==> config.mk <==
export PLATFORM = sky130hd
export DESIGN_NAME = secded_codec
export DESIGN_NICKNAME = d
export VERILOG_FILES = /design/src/rtl/secded_pkg.sv /design/src/rtl/secded_enc.sv /design/src/rtl/secded_dec.sv /design/src/rtl/secded_outstage.sv /design/src/rtl/secded_codec.sv
export SDC_FILE = /design/constraint.sdc
export NUM_CORES = 1
export LEC_CHECK = 0
export BUFFER_PORTS_ARGS = -buffer_cell sky130_fd_sc_hd__buf_2
export CORE_AREA = 2 2 62 64
export DETAILED_ROUTE_END_ITERATION = 8
export DIE_AREA = 0 0 64 66
export GPL_TIMING_DRIVEN = 1
export PLACE_DENSITY_LB_ADDON = 0.08
export RECOVER_POWER = 25
export SLEW_MARGIN = 20
export SYNTH_ARGS = -nofsm -noshare
export SYNTH_HDL_FRONTEND = slang
export SYNTH_SLANG_ARGS = --single-unit
==> constraint.sdc <==
create_clock -name clk -period 0.85 [get_ports clk]
set_input_delay 0.085 -clock clk [delete_from_list [all_inputs] [get_ports clk]]
set_output_delay 0.085 -clock clk [all_outputs]
set_load 0.01 [all_outputs]
==> src/rtl/secded_pkg.sv <==
package secded_pkg;
  localparam int DATA_W = 8;
  localparam int HAM_W  = 12;
  localparam int CODE_W = HAM_W + 1;
  localparam int SYN_W  = 4;

  // position 0 is the leftmost bit (MSB) of the codeword
  function automatic int pos2idx(input int p);
    return CODE_W - 1 - p;
  endfunction

  function automatic bit is_pow2(input int p);
    return (p & (p - 1)) == 0;
  endfunction

  // position carrying the k-th data bit counted from the MSB
  function automatic int data_pos(input int k);
    int n;
    int res;
    n   = 0;
    res = 0;
    for (int p = 1; p <= HAM_W; p++) begin
      if (!is_pow2(p)) begin
        if (n == k) res = p;
        n++;
      end
    end
    return res;
  endfunction

  function automatic logic [DATA_W-1:0] extract_data(input logic [CODE_W-1:0] cw);
    logic [DATA_W-1:0] d;
    for (int k = 0; k < DATA_W; k++) d[DATA_W-1-k] = cw[pos2idx(data_pos(k))];
    return d;
  endfunction
endpackage

==> src/rtl/secded_enc.sv <==
module secded_enc
  import secded_pkg::*;
(
  input  logic [DATA_W-1:0] data_i,
  output logic [CODE_W-1:0] code_o
);
  logic [HAM_W-1:0] raw_w;
  logic [HAM_W-1:0] ham_w;

  // scatter data into its positions
  always_comb begin
    raw_w = '0;
    for (int k = 0; k < DATA_W; k++) raw_w[pos2idx(data_pos(k))] = data_i[DATA_W-1-k];
  end

  // fill every power-of-two position with even parity over its group
  always_comb begin
    ham_w = raw_w;
    for (int c = 0; c < SYN_W; c++) begin : g_chk
      logic par;
      par = 1'b0;
      for (int p = 1; p <= HAM_W; p++) begin
        if (((p & (1 << c)) != 0) && (p != (1 << c))) par = par ^ raw_w[pos2idx(p)];
      end
      if ((1 << c) <= HAM_W) ham_w[pos2idx(1 << c)] = par;
    end
  end

  assign code_o = {^ham_w, ham_w};
endmodule

==> src/rtl/secded_dec.sv <==
module secded_dec
  import secded_pkg::*;
(
  input  logic [CODE_W-1:0] code_i,
  output logic [DATA_W-1:0] data_o,
  output logic [SYN_W-1:0]  syn_o,
  output logic              single_o,
  output logic              double_o
);
  logic [SYN_W-1:0]  syn_w;
  logic              odd_w;
  logic [CODE_W-1:0] fixed_w;

  // syndrome: XOR of the positions of all set bits among 1..HAM_W
  always_comb begin
    syn_w = '0;
    for (int p = 1; p <= HAM_W; p++) begin
      if (code_i[pos2idx(p)]) syn_w = syn_w ^ SYN_W'(p);
    end
  end

  assign odd_w = ^code_i;

  // outcome decision and single-bit repair
  always_comb begin
    single_o = 1'b0;
    double_o = 1'b0;
    fixed_w  = code_i;
    if (odd_w) begin
      if (int'(syn_w) > HAM_W) begin
        double_o = 1'b1;
      end else begin
        single_o = 1'b1;
        for (int p = 0; p <= HAM_W; p++) begin
          if (int'(syn_w) == p) fixed_w[pos2idx(p)] = ~code_i[pos2idx(p)];
        end
      end
    end else if (syn_w != '0) begin
      double_o = 1'b1;
    end
  end

  assign syn_o  = syn_w;
  assign data_o = extract_data(fixed_w);
endmodule

==> src/rtl/secded_outstage.sv <==
module secded_outstage #(
  parameter bit OUT_REG = 1'b1,
  parameter int W       = 8
) (
  input  logic         clk,
  input  logic         rst_n,
  input  logic         vld_i,
  input  logic [W-1:0] d_i,
  output logic         vld_o,
  output logic [W-1:0] q_o
);
  if (OUT_REG) begin : g_reg
    logic [W-1:0] q_r, q_nxt;
    logic         v_r, v_nxt;

    always_comb begin
      q_nxt = vld_i ? d_i : q_r;
      v_nxt = vld_i;
    end

    always_ff @(posedge clk or negedge rst_n) begin
      if (!rst_n) begin
        q_r <= '0;
        v_r <= 1'b0;
      end else begin
        q_r <= q_nxt;
        v_r <= v_nxt;
      end
    end

    assign vld_o = v_r;
    assign q_o   = q_r;

    p_valid_follow_r9: assert property (@(posedge clk) disable iff (!rst_n)
      vld_i |=> vld_o);
    p_valid_drop_r9: assert property (@(posedge clk) disable iff (!rst_n)
      !vld_i |=> !vld_o);
    p_hold_idle_r9: assert property (@(posedge clk) disable iff (!rst_n)
      !vld_i |=> $stable(q_o));
  end else begin : g_pass
    assign vld_o = vld_i;
    assign q_o   = d_i;
  end
endmodule

==> src/rtl/secded_codec.sv <==
module secded_codec
  import secded_pkg::*;
#(
  parameter bit OUT_REG = 1'b1
) (
  input  logic              clk,
  input  logic              rst_n,
  input  logic              in_valid,
  input  logic [DATA_W-1:0] enc_data,
  input  logic [CODE_W-1:0] rx_code,
  output logic              out_valid,
  output logic [CODE_W-1:0] enc_code,
  output logic [DATA_W-1:0] dec_data,
  output logic [SYN_W-1:0]  dec_syndrome,
  output logic              dec_single,
  output logic              dec_double
);
  localparam int PW = CODE_W + DATA_W + SYN_W + 2;

  logic [CODE_W-1:0] enc_code_c;
  logic [DATA_W-1:0] dec_data_c;
  logic [SYN_W-1:0]  dec_syn_c;
  logic              dec_single_c, dec_double_c;
  logic [PW-1:0]     pay_c, pay_q;

  secded_enc u_enc (.data_i(enc_data), .code_o(enc_code_c));

  secded_dec u_dec (
    .code_i(rx_code), .data_o(dec_data_c), .syn_o(dec_syn_c),
    .single_o(dec_single_c), .double_o(dec_double_c)
  );

  assign pay_c = {enc_code_c, dec_data_c, dec_syn_c, dec_single_c, dec_double_c};

  secded_outstage #(.OUT_REG(OUT_REG), .W(PW)) u_out (
    .clk(clk), .rst_n(rst_n), .vld_i(in_valid), .d_i(pay_c),
    .vld_o(out_valid), .q_o(pay_q)
  );

  assign {enc_code, dec_data, dec_syndrome, dec_single, dec_double} = pay_q;

  // encoder output always has even weight over all 13 bits
  p_enc_even_r3: assert property (@(posedge clk) disable iff (!rst_n)
    in_valid |-> (^enc_code_c) == 1'b0);
  // even received weight never yields a correction
  p_even_no_single_r4: assert property (@(posedge clk) disable iff (!rst_n)
    (in_valid && ((^rx_code) == 1'b0)) |-> !dec_single_c);
  // P0-only error leaves the data field untouched
  p_p0_keeps_data_r6: assert property (@(posedge clk) disable iff (!rst_n)
    (in_valid && dec_single_c && (dec_syn_c == '0)) |-> (dec_data_c == extract_data(rx_code)));
  // detected-but-uncorrected words pass data through raw
  p_double_raw_r7: assert property (@(posedge clk) disable iff (!rst_n)
    (in_valid && dec_double_c) |-> (dec_data_c == extract_data(rx_code)));
  // uncorrectable syndromes with odd weight are never marked single
  p_uncorr_r8: assert property (@(posedge clk) disable iff (!rst_n)
    (in_valid && ((^rx_code) == 1'b1) && (dec_syn_c > 4'd12)) |-> (dec_double_c && !dec_single_c));
endmodule

==> results.cfg <==
[die]
die_y_um = 66
row_count = 22
die_area_um2 = 4220
top_level_ports = 52
core-area_um2 = 3550
die_width_um = 64
start_util_pct = 49.0

[synthesis]
syn_avg_cell_area_um2 = 11.0
syn_nets = 182
ys.flop_type = dfrtp_1
syn_inst = 158
ys_seq_area_share_pct = 40.3
synthTopCellsByArea = dfrtp_1, xnor2_1, mux2_2, xor2_1, a221o_1
synthDistinctLibCells = 36
yosys.area.top_type_share_pct = 40.3
synth_edf_count = 0
syn_area_um2 = 1740
synthArstFlopShare_pct = 100
yosys_register_bits = 28
yosys.area.top_type = dfrtp_1
yosys_warnings = 0

[outcome]
violations = setup timing
outcome = finished, violations left

[worst_setup_path]
cp_cell_sequence = buf_8 > xnor2_4 > xor2_4 > buf_6 > nand4_1 > buf_4 > a2111oi_4 > a221o_1
path_max_fanout = 7
cp.arrival_ps = 1780
endpoint_kind = flip-flop
crit_path_start_kind = input port
slowest_stage = a2111oi_4
required_ps = 1140
timing_worst_setup_path_type = in -> reg
crit_path_max_incr_delay_ps = 380

[power_and_ir_drop]
p_switching_w = 0.00204
power_frac_clock_pct = 16.1
ir_drop_v = 0.00182
power_density_nw_per_um2 = 1790
p_leak_nw = 1.38
switching_share_pct = 36.1
p_int_w = 0.00362
p_seq_share_pct = 30.4
p_comb_share_pct = 53.5
finalPower_w = 0.00566

[placement]
dp_slack_ps = -1150
placed_cell_area_um2 = 2550
io_buffers = 51
dpl.hpwl_mm = 3.86
place_inst = 287
place_congestion = 0.925

[clocking]
path_clk_slew_ps = 170
numCtsBuffers = 3
cts_root_buf = clkbuf_4
max-clock-path-buffers = 2
clk_latency_ps = 350
htreeDepth = 1
cts.sinks = 28
cts_tree = built

[global_routing]
grt_max_degree = 17
grt_pass1_wl_mm = 9.72
grt.overflow.total = 0
grt_pass1_vias = 1884
grt_use_total_pct = 30.9
antenna_found_initial = 0

[cells_and_area]
syn2layout_area_growth_pct = 81.7
fin_cells = 316
drive_above_1_share_pct = 66.0
multi_input_area_um2 = 1470
n_antenna_cell = 0
fillCellCount = 144
design_area_um2 = 3160
nets = 293
seq_area_um2 = 701

[run]
maxCapViolCount = 0

[detailed_routing]
antenna_left = 0
via_per_inst = 5.72
drt-total-wl_mm = 6.55
wl_per_cell_um = 20.7
first_iter_violations = 145
drtPass1Iterations = 4
drc = 0
routed-via-count = 1808

[timing]
drv_slew = 0
max_freq_mhz = 670
hold_viol = 0
relSlewSlack_pct = 53.7
final.setup_skew_ps = 0
finalWorstSetupSlack_ps = -642
rsz0062_at_grt = yes
fin_crit_ps = 1490
post-route-period-util_pct = 176
final-setup-viol-count = 45
hold_ws_ps = 29.5
worstMarginPinSlew_ps = 694

[min_path]
hold_class = in -> reg
## kinds of logic (layout without fill, tap and decap cells)
family | after synthesis | count (layout) | share of synthesized area, %
mux | 12 | 12 | 7.76
xor+xnor | 36 | 36 | 23.1
flops | 28 | 28 | 40.3
simple gates | 40 | 40 | 12.4
buf+inv | 9 | 119 | 2.16
compound gates | 33 | 33 | 14.3
## per-stage QoR
step	utilization (%)	setup TNS, ps
3_5_place_dp	71.7	-13850
4_1_cts	85.3	-9470
6_report	89.0	-10240
2_1_floorplan	-	-6900
3_3_place_gp	71.7	-12570
5_1_grt	89.0	-11630
## layout by cell type (no fill, tap or decap), types with 4 or more instances in the layout
master and n:
buf_4 46, a221o_1 5, xnor2_2 8, and2_1 5, buf_2 38, nand2_1 6
buf_6 21, xnor2_1 7, a21oi_1 5, mux2_2 11, a2111oi_4 5, xor2_4 4
nor2_1 8, dfrtp_1 28, xnor2_4 9
## final timing paths
check	from	slack, ps	to	depth (start not counted)
max reg2reg	u_out.q_o[11]	-190	u_out.q_o[11]	2
min reg2reg	u_out.q_o[15]	530	u_out.q_o[15]	1
min	enc_data[5]	30	u_out.q_o[20]	2
max	rx_code[11]	-640	u_out.q_o[7]	8
max in group asynchronous	rst_n	230	u_out.q_o[23]	3
min in group asynchronous	rst_n	180	u_out.q_o[12]	2
## what timing repair did
| action | in CTS | in global routing |
|---|---|---|
| setup endpoints to repair | 42 | 46 |
| resized for setup | 60 | 16 |
| hold buffers | 2 | 0 |
| setup buffers | 15 | 8 |
| endpoints found under the hold margin | 29 | 0 |
| pin swaps | 24 | 9 |
## routing by layer
metal	up-vias	GRT usage (%)	routed length (µm)
met3	29	4.43	292
li1	801	-	-
met4	0	10.3	250
met1	883	38.9	2550
met2	95	54.6	3460
met5	-	0	0
## worst max-delay path: cells and delay by family
family                 cells  cell delay, ps
AO/OA/AOI/OAI              2             590
AND/OR/NAND/NOR            1             130
XOR/XNOR                   2             550
buffers and inverters      3             430
## flip-flops by register name (all words and copies together) (netlist names)
name         count
u_out.vld_o      1
u_out.q_o       27
## cells in the mapped netlist (2+ instances only)
| master | n |
|---|---|
| dfrtp_1 | 28 |
| xnor2_1 | 22 |
| mux2_2 | 12 |
| nor2_1 | 12 |
| nand2_1 | 8 |
| a21oi_1 | 7 |
| o21ai_0 | 7 |
| xor2_1 | 7 |
| a221o_1 | 5 |
| and2_1 | 5 |
| clkbuf_1 | 5 |
| a2111oi_0 | 3 |
| inv_1 | 3 |
| nand4_1 | 3 |
| nor4_1 | 3 |
| a2111o_1 | 2 |
| a2111oi_1 | 2 |
| and4_2 | 2 |
| nor3_1 | 2 |
| o221ai_1 | 2 |
| or4_1 | 2 |
| xnor2_2 | 2 |
## power by group through the flow
stage / logic [W] / registers [W] / clock network (W)
6_report: 0.00303 / 0.00172 / 0.000909
5_1_grt: 0.00319 / 0.00174 / 0.000957
4_1_cts: 0.00268 / 0.00169 / 0.000895
3_5_place_dp: 0.00215 / 0.00172 / 0
3_3_place_gp: 0.00209 / 0.00170 / 0
2_1_floorplan: 0.00110 / 0.00182 / 0
## cell type report
type / instances / share of cell area, %
clock buffers: 3 / 0.712
clock inverters: 1 / 0.950
multi-input cells: 121 / 46.3
inverters: 3 / 0.356
well taps: 48 / 1.90
flip-flops and latches: 28 / 22.2
repair buffers: 112 / 27.6
Power figures use the tool's default switching activity.
